## src/rtl/sine_pwm_pkg.sv

```systemverilog
package sine_pwm_pkg;

    localparam real TWO_PI = 6.283185307179586;

    // Offset-binary sine code for entry k of an n-entry table, w bits wide.
    function automatic int sine_code(input int k, input int n, input int w);
        real amp;
        real ang;
        real val;
        amp = real'((1 << (w - 1)) - 1);
        ang = TWO_PI * real'(k) / real'(n);
        val = $floor(amp * $sin(ang) + 0.5);
        return (1 << (w - 1)) + int'(val);
    endfunction

    typedef enum logic {
        MODE_HOLD = 1'b0,
        MODE_RUN  = 1'b1
    } run_mode_e;

endpackage

```

## src/rtl/sine_pwm_rom.sv

```systemverilog
module sine_pwm_rom #(
    parameter int TBL_N  = 64,
    parameter int CODE_W = 8,
    localparam int IW    = $clog2(TBL_N)
) (
    input  logic [IW-1:0]     idx_i,
    output logic [CODE_W-1:0] code_o
);

    logic [CODE_W-1:0] rom [TBL_N];

    for (genvar k = 0; k < TBL_N; k++) begin : g_ent
        localparam int CODE = sine_pwm_pkg::sine_code(k, TBL_N, CODE_W);
        assign rom[k] = CODE[CODE_W-1:0];
    end

    assign code_o = rom[idx_i];

endmodule

```

## src/rtl/sine_pwm_carrier.sv

```systemverilog
module sine_pwm_carrier #(
    parameter int PER_W = 10
) (
    input  logic             clk,
    input  logic             rst,
    input  logic             en_i,
    input  logic [PER_W-1:0] period_i,
    output logic [PER_W-1:0] cnt_o,
    output logic [PER_W-1:0] cnt_next_o,
    output logic             wrap_o
);

    logic [PER_W-1:0] cnt_q;
    logic [PER_W-1:0] last_w;

    // Periods shorter than two clocks are treated as two.
    assign last_w = (period_i > PER_W'(1)) ? period_i - PER_W'(1) : PER_W'(1);
    assign wrap_o = en_i && (cnt_q >= last_w);

    always_comb begin
        if (!en_i) begin
            cnt_next_o = cnt_q;
        end else if (wrap_o) begin
            cnt_next_o = '0;
        end else begin
            cnt_next_o = cnt_q + PER_W'(1);
        end
    end

    always_ff @(posedge clk) begin
        if (rst) begin
            cnt_q <= '0;
        end else begin
            cnt_q <= cnt_next_o;
        end
    end

    assign cnt_o = cnt_q;

endmodule

```

## src/rtl/sine_pwm_stepper.sv

```systemverilog
module sine_pwm_stepper #(
    parameter int TBL_N = 64,
    parameter int PER_W = 10,
    parameter int DIV_W = 12,
    localparam int IW   = $clog2(TBL_N),
    localparam int EW   = (DIV_W > PER_W) ? DIV_W : PER_W
) (
    input  logic             clk,
    input  logic             rst,
    input  logic             en_i,
    input  logic [PER_W-1:0] period_i,
    input  logic [DIV_W-1:0] step_i,
    output logic [IW-1:0]    idx_o
);

    logic [EW-1:0] step_ext;
    logic [EW-1:0] per_ext;
    logic [EW-1:0] eff_w;
    logic [EW-1:0] div_q;
    logic [IW-1:0] idx_q;
    logic          tick_w;

    assign step_ext = EW'(step_i);
    assign per_ext  = (period_i > PER_W'(1)) ? EW'(period_i) : EW'(2);
    // The step divisor never drops below the carrier length.
    assign eff_w    = (step_ext > per_ext) ? step_ext : per_ext;
    assign tick_w   = en_i && (div_q >= eff_w - EW'(1));

    always_ff @(posedge clk) begin
        if (rst) begin
            div_q <= '0;
            idx_q <= '0;
        end else if (en_i) begin
            if (tick_w) begin
                div_q <= '0;
                if (idx_q == IW'(TBL_N - 1)) begin
                    idx_q <= '0;
                end else begin
                    idx_q <= idx_q + IW'(1);
                end
            end else begin
                div_q <= div_q + EW'(1);
            end
        end
    end

    assign idx_o = idx_q;

endmodule

```

## src/rtl/sine_pwm_scale.sv

```systemverilog
module sine_pwm_scale #(
    parameter int PER_W  = 10,
    parameter int CODE_W = 8,
    localparam int PW    = PER_W + CODE_W
) (
    input  logic [PER_W-1:0]  period_i,
    input  logic [CODE_W-1:0] code_i,
    output logic [PER_W-1:0]  duty_o
);

    logic [PW-1:0] prod_w;

    assign prod_w = {{CODE_W{1'b0}}, period_i} * {{PER_W{1'b0}}, code_i};
    assign duty_o = prod_w[PW-1 -: PER_W];

endmodule

```

## src/rtl/sine_pwm_gen.sv

```systemverilog
module sine_pwm_gen #(
    parameter int TBL_N  = 64,
    parameter int CODE_W = 8,
    parameter int PER_W  = 10,
    parameter int DIV_W  = 12,
    localparam int IW    = $clog2(TBL_N)
) (
    input  logic             clk,
    input  logic             rst,
    input  logic             en,
    input  logic [PER_W-1:0] period_i,
    input  logic [DIV_W-1:0] step_i,
    output logic             pwm_o,
    output logic             period_start_o
);
    import sine_pwm_pkg::*;

    logic [PER_W-1:0]  cnt_w;
    logic [PER_W-1:0]  cnt_next_w;
    logic              wrap_w;
    logic [IW-1:0]     idx_w;
    logic [CODE_W-1:0] code_w;
    logic [PER_W-1:0]  duty_new_w;
    logic [PER_W-1:0]  duty_next_w;
    logic [PER_W-1:0]  duty_q;
    logic              pwm_q;
    logic              start_q;
    run_mode_e         mode_w;

    sine_pwm_carrier #(.PER_W(PER_W)) u_carrier (
        .clk        (clk),
        .rst        (rst),
        .en_i       (en),
        .period_i   (period_i),
        .cnt_o      (cnt_w),
        .cnt_next_o (cnt_next_w),
        .wrap_o     (wrap_w)
    );

    sine_pwm_stepper #(
        .TBL_N (TBL_N),
        .PER_W (PER_W),
        .DIV_W (DIV_W)
    ) u_stepper (
        .clk      (clk),
        .rst      (rst),
        .en_i     (en),
        .period_i (period_i),
        .step_i   (step_i),
        .idx_o    (idx_w)
    );

    sine_pwm_rom #(.TBL_N(TBL_N), .CODE_W(CODE_W)) u_rom (
        .idx_i  (idx_w),
        .code_o (code_w)
    );

    sine_pwm_scale #(.PER_W(PER_W), .CODE_W(CODE_W)) u_scale (
        .period_i (period_i),
        .code_i   (code_w),
        .duty_o   (duty_new_w)
    );

    assign mode_w      = en ? MODE_RUN : MODE_HOLD;
    assign duty_next_w = wrap_w ? duty_new_w : duty_q;

    always_ff @(posedge clk) begin
        if (rst) begin
            duty_q  <= '0;
            pwm_q   <= 1'b0;
            start_q <= 1'b0;
        end else begin
            case (mode_w)
                MODE_RUN: begin
                    duty_q  <= duty_next_w;
                    pwm_q   <= (cnt_next_w < duty_next_w);
                    start_q <= wrap_w;
                end
                default: begin
                    pwm_q   <= 1'b0;
                    start_q <= 1'b0;
                end
            endcase
        end
    end

    assign pwm_o          = pwm_q;
    assign period_start_o = start_q;

endmodule

```

## config.mk

```make
export PLATFORM = sky130hd
export DESIGN_NAME = sine_pwm_gen
export DESIGN_NICKNAME = d
export VERILOG_FILES = /design/src/rtl/sine_pwm_pkg.sv /design/src/rtl/sine_pwm_rom.sv /design/src/rtl/sine_pwm_carrier.sv /design/src/rtl/sine_pwm_stepper.sv /design/src/rtl/sine_pwm_scale.sv /design/src/rtl/sine_pwm_gen.sv
export SDC_FILE = /design/constraint.sdc
export NUM_CORES = 1
export LEC_CHECK = 0
export ABC_CLOCK_PERIOD_IN_PS = 10100
export BUFFER_PORTS_ARGS = -buffer_cell sky130_fd_sc_hd__buf_2
export CAP_MARGIN = 20
export CORE_UTILIZATION = 60
export DETAILED_ROUTE_END_ITERATION = 8
export PLACE_DENSITY = 0.78
export SLEW_MARGIN = 0
export SYNTH_ARGS = -nofsm -noshare
export SYNTH_HDL_FRONTEND = slang
export SYNTH_SLANG_ARGS = --single-unit
```

## constraint.sdc

```tcl
create_clock -name clk -period 10.1 [get_ports clk]
set_clock_uncertainty 0.15 [all_clocks]
set_input_delay 1.01 -clock clk [delete_from_list [all_inputs] [get_ports clk]]
set_output_delay 1.01 -clock clk [all_outputs]
set_load 0.1 [all_outputs]
```

Word-level counts from Yosys, hierarchy flattened
Memory sizes are Yosys's and may differ from the RTL's. Index checks and enable logic that the tools add are counted.

Register bits: 40. ROM bits: 512. Input port bits: 25. Memories: 1.

Memory list: (name not given) (depth 64, width 8, rd ports 1, clocked after Yosys merged registers in 0, wr ports 0, line sine_pwm_rom.sv:17) `assign code_o = rom[idx_i];`.

Add/sub/neg operators: 5. $mul: 1. $lt $le $gt $ge: 6. Equality and inequality tests: 1. Muxes and demuxes: 11. Bitwise gates (word level): 2. Reductions and logical operators: 4.

Operators with widths (count): 10-bit two-way mux (5); 12-bit two-way mux (2); 10-bit by 8-bit multiplier with 18-bit output (1); 8-bit two-way mux (2); 12-bit by 1-bit adder with 12-bit output, second input constant (1); 12-bit >= comparator (1); 12-bit > comparator (1); 12-bit by 1-bit subtractor with 12-bit output, second input constant (1); 10-bit by 1-bit adder with 10-bit output, second input constant (1); 10-bit >= comparator (1); 10-bit by 1-bit > comparator with 1-bit output, second input constant (1); 10-bit less-than comparator (1); 10-bit by 1-bit subtractor with 10-bit output, second input constant (1); 7-bit >= comparator, second input constant (1); 6-bit inverter with 7-bit output (1); 6-bit by 1-bit adder with 6-bit output, second input constant (1); 6-bit == test, second input constant (1); 6-bit two-way mux (1); 1-bit logical AND (2); 2-bit AND reduction (1); 2-bit OR reduction (1); 1-bit two-way mux (1); 1-bit inverter (1).

Depth between registers and ports, before layout
Depth in word-level cells: 8. Mapped depth: 35. Depth with buffers taken out: 33.

Modules after synthesis
Synthesis repeated with hierarchy kept, for this count alone.

Cells, all modules: 847. Area, all modules: 6870.3 um^2.

By module, submodules not included: sine_pwm_scale (instances 1, cells an instance 305, area an instance 2567.5 um^2); sine_pwm_stepper (instances 1, cells an instance 217, area an instance 1714.1 um^2); sine_pwm_carrier (instances 1, cells an instance 141, area an instance 1081.0 um^2); sine_pwm_rom (instances 1, cells an instance 112, area an instance 815.8 um^2); sine_pwm_gen (instances 1, cells an instance 72, area an instance 691.9 um^2).

Worst setup path after synthesis
OpenSTA, ideal clock, no wires.

Path type: register to register. Start: register u_stepper.idx_q[0], in the netlist u_stepper.idx_o[0]. End: register pwm_q, in the netlist pwm_o. Arrival: 6910 ps. Required time: 9876 ps. Setup slack: 2966 ps. Cell stages (with the launch flop): 32. Buffers on the path: 2. Period minus slack after synthesis: 7134 ps. Cell sequence: dfxtp_1 -> clkbuf_1 -> inv_1 -> ha_1 -> clkbuf_1 -> nor2b_1 -> a21oi_1 -> o32ai_1 -> a21oi_1 -> nor2_1 -> a31oi_1 -> and2_1 -> fa_1 -> fa_1 -> fa_1 -> inv_1 -> fa_1 -> inv_1 -> ha_1 -> a21o_1 -> a21o_1 -> or3_1 -> o21ai_2 -> a211oi_1 -> or3_1 -> a31oi_1 -> ha_1 -> nand4_1 -> nor2_1 -> a21oi_1 -> o211ai_1 -> a31oi_1.

Cells in the longest elaborated chain, start to end: 7.

Ends and longest elaborated chain: start, declared (line sine_pwm_stepper.sv:20) `logic [IW-1:0] idx_q;`; start signal, assigned (line sine_pwm_stepper.sv:39) `idx_q <= idx_q + IW'(1);`; 6-bit inverter with 7-bit output (not written as such) (line sine_pwm_rom.sv:17); memory read 64 x 8 bit; 8-bit two-way mux (not written as such) (2 in series) (line sine_pwm_rom.sv:17); 10-bit by 8-bit multiplier with 18-bit output (line sine_pwm_scale.sv:13) `assign prod_w = {{CODE_W{1'b0}}, period_i} * {{PER_W{1'b0}}, code_i};`; 10-bit two-way mux (line sine_pwm_gen.sv:65) `assign duty_next_w = wrap_w ? duty_new_w : duty_q;`; 10-bit less-than comparator (line sine_pwm_gen.sv:76) `pwm_q <= (cnt_next_w < duty_next_w);`; end signal, assigned (line sine_pwm_gen.sv:76); end, declared (line sine_pwm_gen.sv:26) `logic pwm_q;`.

No other way between the ends. The select of a mux whose other input is x is not followed. A chain may end at the register's enable or synchronous reset.

Final worst setup path
Same ends and word-level chain as after synthesis.

==> out/results.md <==
| Group | Result | Reported |
|---|---|---|
| logic synthesis | Number of enable flip-flop cells after synthesis | 0 |
| clock network | Buffer type at the clock tree root | sky130_fd_sc_hd__clkbuf_8 |
| clock network | Post-CTS Setup Inserts | 0 |
| floorplanning | Count of boundary I/O pins | 27 |
| logic synthesis | Flip-flop and latch count after synthesis | 40 |
| floorplanning | Die span in x | 105 um |
| global route | GRT Util Overall | 0.306 |
| global route | First-pass GRT wire length | 27400 um |
| drt | DRC violation total after the first TritonRoute iteration | 344 |
| timing | Maximum clock frequency | 125 MHz |
| drt | First-pass detailed-route iteration total | 5 |
| clock network | Largest buffer count on any clock path | 2 |
| final layout | Ratio of cells with drive above 1 in the final layout | 0.0736 |
| critical path | Type of the setup path with the least slack | flip-flop to flip-flop |
| timing | Clock period minus final worst setup slack | 7.99 ns |
| timing | RSZ-0062 raised after global routing | false |
| run status | Run status | complete, no violations |
| placement | Inst Count DP | 955 |
| power and ir drop | Max IR drop VDD | 0.0789 mV |
| critical path | Crit-path max FO | 15 |
| critical path | Data required, critical path | 10.18 ns |
| floorplanning | Core Rows | 37 |
| logic synthesis | Syn nets | 985 |
| placement | Final weighted congestion in routability-driven placement | 0.912 |
| clock network | Count of hold-fix buffers inserted at cts | 0 |
| flow run | Reported max-cap violation count | 0 |
| drt | DRT antenna net count | 0 |
| logic synthesis | Count of different cell masters after synthesis | 68 |
| clock network | Total CTS buffers | 5 |
| power and ir drop | Areal power density over the cells | 55.2 mW/mm^2 |
| clock network | Worst skew pair latency | 0.31 ns |
| critical path | Slowest cell on the critical path | sky130_fd_sc_hd__a31oi_1 |
| timing | Hold Fails Final Rpt | 0 |
| power and ir drop | Leakage power | 3.21 nW |
| clock network | Gates resized, CTS repair | 0 |
| final layout | Area growth, synth to finish | 4.28% |
| timing | Setup_tns | 0 ns |
| floorplanning | Initial cell density of the core | 0.620 |
| drt | Number of vias after detailed routing | 5789 |
| final layout | Non-filler cells, final | 965 |
| global route | Number of global-route vias before repair | 5781 |
| timing | Final period utilization | 0.791 |
| floorplanning | Vert. Die Dim | 105 um |
| drt | Via-per-instance ratio | 6.00 |
| global route | Antenna violations before repair | 0 |
| logic synthesis | Primary FF master, synth | sky130_fd_sc_hd__dfxtp_1 |
| critical path | Startpoint type of the worst setup path | flip-flop |
| floorplanning | Core footprint | 0.0104 mm^2 |
| final layout | Antenna Cells | 0 |
| global route | GR Overflow Total | 0 |
| logic synthesis | Instance count of the mapped netlist | 825 |
| critical path | Endpoint kind of the worst setup timing path | flip-flop |
| clock network | Clock-pin transition on the worst setup and hold timing paths | 0.08 ns |
| timing | Final Setup Violations | 0 |
| drt | Drt total wl | 15900 um |
| clock network | Depth of the CTS H-tree | 2 |
| clock network | Clock tree from TritonCTS | yes |
| timing | Relative slew margins | 0.379 |
| timing | Transition time of the tightest slew-check pin | 0.927 ns |
| logic synthesis | Total number of yosys warnings | 0 |
| placement | Count of input and output buffers | 26 |
| worst hold path | Class of the tightest hold or removal check | flip-flop to flip-flop |
| logic synthesis | Synthesized area per cell | 7.79 um^2 |
| drt | Per-cell routed wire length | 16.5 um |
| floorplanning | Die area | 0.0111 mm^2 |
| timing | Final Max Tran Viols | 0 |
| final layout | Sequential standard cell area | 801 um^2 |
| global route | Maximum number of pins on one net before global-route repair | 38 |
| clock network | CTS sink count | 40 |
| final layout | NumNets Final | 988 |
| final layout | Count of fill cells added during filler insertion | 931 |
| placement | Hpwl dp | 12600 um |
| critical path | Worst EP arrival | 8.07 ns |
| logic synthesis | Ys async rst share | 0 |
| logic synthesis | Total standard cell area after synthesis | 0.00643 mm^2 |
| final layout | Multi-input gate area in the final layout | 0.00511 mm^2 |
| critical path | Crit path largest cell delay | 0.71 ns |
| drt | DRC errors left | 0 |
| logic synthesis | Proportion of synthesized chip area in sequential cells | 0.125 |
==> routing by layer <==
layer | vias to the layer above | GRT usage | wire length (um)
li1 | 2806 | - | -
met1 | 2749 | 0.385 | 6940
met2 | 192 | 0.529 | 7550
met3 | 42 | 0.0526 | 993
met4 | 0 | 0.109 | 422
met5 | - | 0 | 0
==> worst max-delay path: cells and delay by family, from the launching register on <==
kind            cells  cell delay, ns
fa+ha+maj           7            2.98
compound gates     12            2.52
simple gates        7            1.28
flops               1            0.64
buf+inv             4            0.32
==> sequential cells by signal, indices dropped and copies added, names as in the netlist <==
register / cells
u_carrier.cnt_o: 10
u_stepper.idx_o: 6
period_start_o: 1
duty_q: 10
pwm_o: 1
u_stepper.div_q: 12
==> cell type report <==
cell class / count / share of cell area
multi-input cells: 656 / 0.762
inverters: 94 / 0.0527
repair buffers: 31 / 0.0258
clock inverters: 2 / 0.00205
flip-flops and latches: 40 / 0.119
clock buffers: 6 / 0.0123
well taps: 136 / 0.0254
==> cells in the final DEF (no fill, tap or decap), types with 3 or more instances in the layout <==
master and n:
sky130_fd_sc_hd__nand4_1 14, sky130_fd_sc_hd__ha_1 88, sky130_fd_sc_hd__inv_1 93, sky130_fd_sc_hd__nor2_1 88, sky130_fd_sc_hd__a21o_1 12, sky130_fd_sc_hd__a21oi_1 42
sky130_fd_sc_hd__nor3_1 24, sky130_fd_sc_hd__xor2_1 20, sky130_fd_sc_hd__xnor2_1 22, sky130_fd_sc_hd__nor4_1 3, sky130_fd_sc_hd__o22ai_1 3, sky130_fd_sc_hd__nand2_1 74
sky130_fd_sc_hd__dfxtp_1 40, sky130_fd_sc_hd__a41oi_1 3, sky130_fd_sc_hd__and2_1 30, sky130_fd_sc_hd__o21ai_1 4, sky130_fd_sc_hd__or3_1 7, sky130_fd_sc_hd__o211ai_1 4
sky130_fd_sc_hd__nand2b_1 16, sky130_fd_sc_hd__a211oi_1 5, sky130_fd_sc_hd__nand3_1 20, sky130_fd_sc_hd__nand3b_1 3, sky130_fd_sc_hd__mux2_2 4, sky130_fd_sc_hd__nor2b_1 12
sky130_fd_sc_hd__a31o_2 3, sky130_fd_sc_hd__o2111ai_1 4, sky130_fd_sc_hd__buf_4 3, sky130_fd_sc_hd__o21ai_0 29, sky130_fd_sc_hd__buf_2 26, sky130_fd_sc_hd__fa_1 47
sky130_fd_sc_hd__mux2i_1 12, sky130_fd_sc_hd__and3_1 5, sky130_fd_sc_hd__clkbuf_8 6, sky130_fd_sc_hd__o21a_1 11, sky130_fd_sc_hd__nor3b_1 3, sky130_fd_sc_hd__o31ai_1 3
sky130_fd_sc_hd__a31oi_1 5
==> final timing paths <==
kind | startpoint | end | slack [ns] | depth (start not counted)
hold reg to reg | duty_q[6]$_SDFFE_PP0P_ | duty_q[6]$_SDFFE_PP0P_ | 0.32 | 2
hold / removal | duty_q[6]$_SDFFE_PP0P_ | duty_q[6]$_SDFFE_PP0P_ | 0.32 | 2
setup / recovery | u_stepper.idx_o[0]$_SDFFE_PP0P_ | pwm_o$_SDFF_PP0_ | 2.11 | 30
setup reg to reg | u_stepper.idx_o[0]$_SDFFE_PP0P_ | pwm_o$_SDFF_PP0_ | 2.11 | 30
==> report_power, final <==
group          switching (W)  internal, W
registers         0.00000232     0.000159
logic              0.0000546    0.0000351
clock network      0.0000624    0.0000559
total               0.000119     0.000250
==> synthesized netlist by cell type, types with 3 or more instances <==
master / count / area (um^2)
sky130_fd_sc_hd__o31ai_1: 3 / 22.5
sky130_fd_sc_hd__a31oi_1: 5 / 31.3
sky130_fd_sc_hd__mux2_2: 4 / 45.0
sky130_fd_sc_hd__buf_2: 4 / 20.0
sky130_fd_sc_hd__clkbuf_1: 27 / 101
sky130_fd_sc_hd__o21ai_0: 29 / 145
sky130_fd_sc_hd__nand3b_1: 3 / 22.5
sky130_fd_sc_hd__a41oi_1: 3 / 26.3
sky130_fd_sc_hd__dfxtp_1: 40 / 801
sky130_fd_sc_hd__ha_1: 88 / 1100
sky130_fd_sc_hd__nor2_1: 88 / 330
sky130_fd_sc_hd__o211ai_1: 4 / 30.0
sky130_fd_sc_hd__o21a_1: 11 / 82.6
sky130_fd_sc_hd__o21ai_1: 5 / 25.0
sky130_fd_sc_hd__or3_1: 7 / 43.8
sky130_fd_sc_hd__mux2i_1: 12 / 120
sky130_fd_sc_hd__nand4_1: 14 / 87.6
sky130_fd_sc_hd__xor2_1: 20 / 175
sky130_fd_sc_hd__xnor2_1: 22 / 193
sky130_fd_sc_hd__nor3b_1: 3 / 22.5
sky130_fd_sc_hd__nor2b_1: 12 / 75.1
sky130_fd_sc_hd__o22ai_1: 3 / 18.8
sky130_fd_sc_hd__a211oi_1: 5 / 37.5
sky130_fd_sc_hd__nor3_1: 24 / 120
sky130_fd_sc_hd__and3_1: 5 / 31.3
sky130_fd_sc_hd__nand3_1: 20 / 100
sky130_fd_sc_hd__a21oi_1: 42 / 210
sky130_fd_sc_hd__inv_1: 93 / 349
sky130_fd_sc_hd__a31o_2: 3 / 26.3
sky130_fd_sc_hd__and2_1: 30 / 188
sky130_fd_sc_hd__nor4_1: 3 / 18.8
sky130_fd_sc_hd__a21o_1: 12 / 90.1
sky130_fd_sc_hd__fa_1: 47 / 941
sky130_fd_sc_hd__o2111ai_1: 4 / 35.0
sky130_fd_sc_hd__nand2_1: 74 / 278
sky130_fd_sc_hd__nand2b_1: 16 / 100
==> kinds of logic (layout without fill, tap and decap cells) <==
| logic type | Yosys count | count (layout) | synth area share |
|---|---|---|---|
| multiplexers | 16 | 16 | 0.0257 |
| buffers and inverters | 129 | 133 | 0.0810 |
| flip-flops | 40 | 40 | 0.125 |
| AND/OR/NAND/NOR | 312 | 312 | 0.239 |
| adder cells (fa/ha/maj) | 135 | 135 | 0.318 |
| AO/OA/AOI/OAI | 151 | 151 | 0.155 |
| XOR/XNOR | 42 | 42 | 0.0572 |
==> metrics by stage <==
step           total power [W]  setup WS, ns  utilization  hold slack, ns  cell area, um^2
2_1_floorplan         0.000227          2.97            -           0.282             6430
4_1_cts               0.000374          2.11        0.644           0.320             6680
5_1_grt               0.000391          1.52        0.646           0.339             6700
3_3_place_gp          0.000250          2.20        0.635           0.297             6590
6_report              0.000370          2.11        0.646           0.316             6700
3_5_place_dp          0.000253          2.15        0.635           0.308             6590
Note: power is estimated with default switching activity, not from simulation.
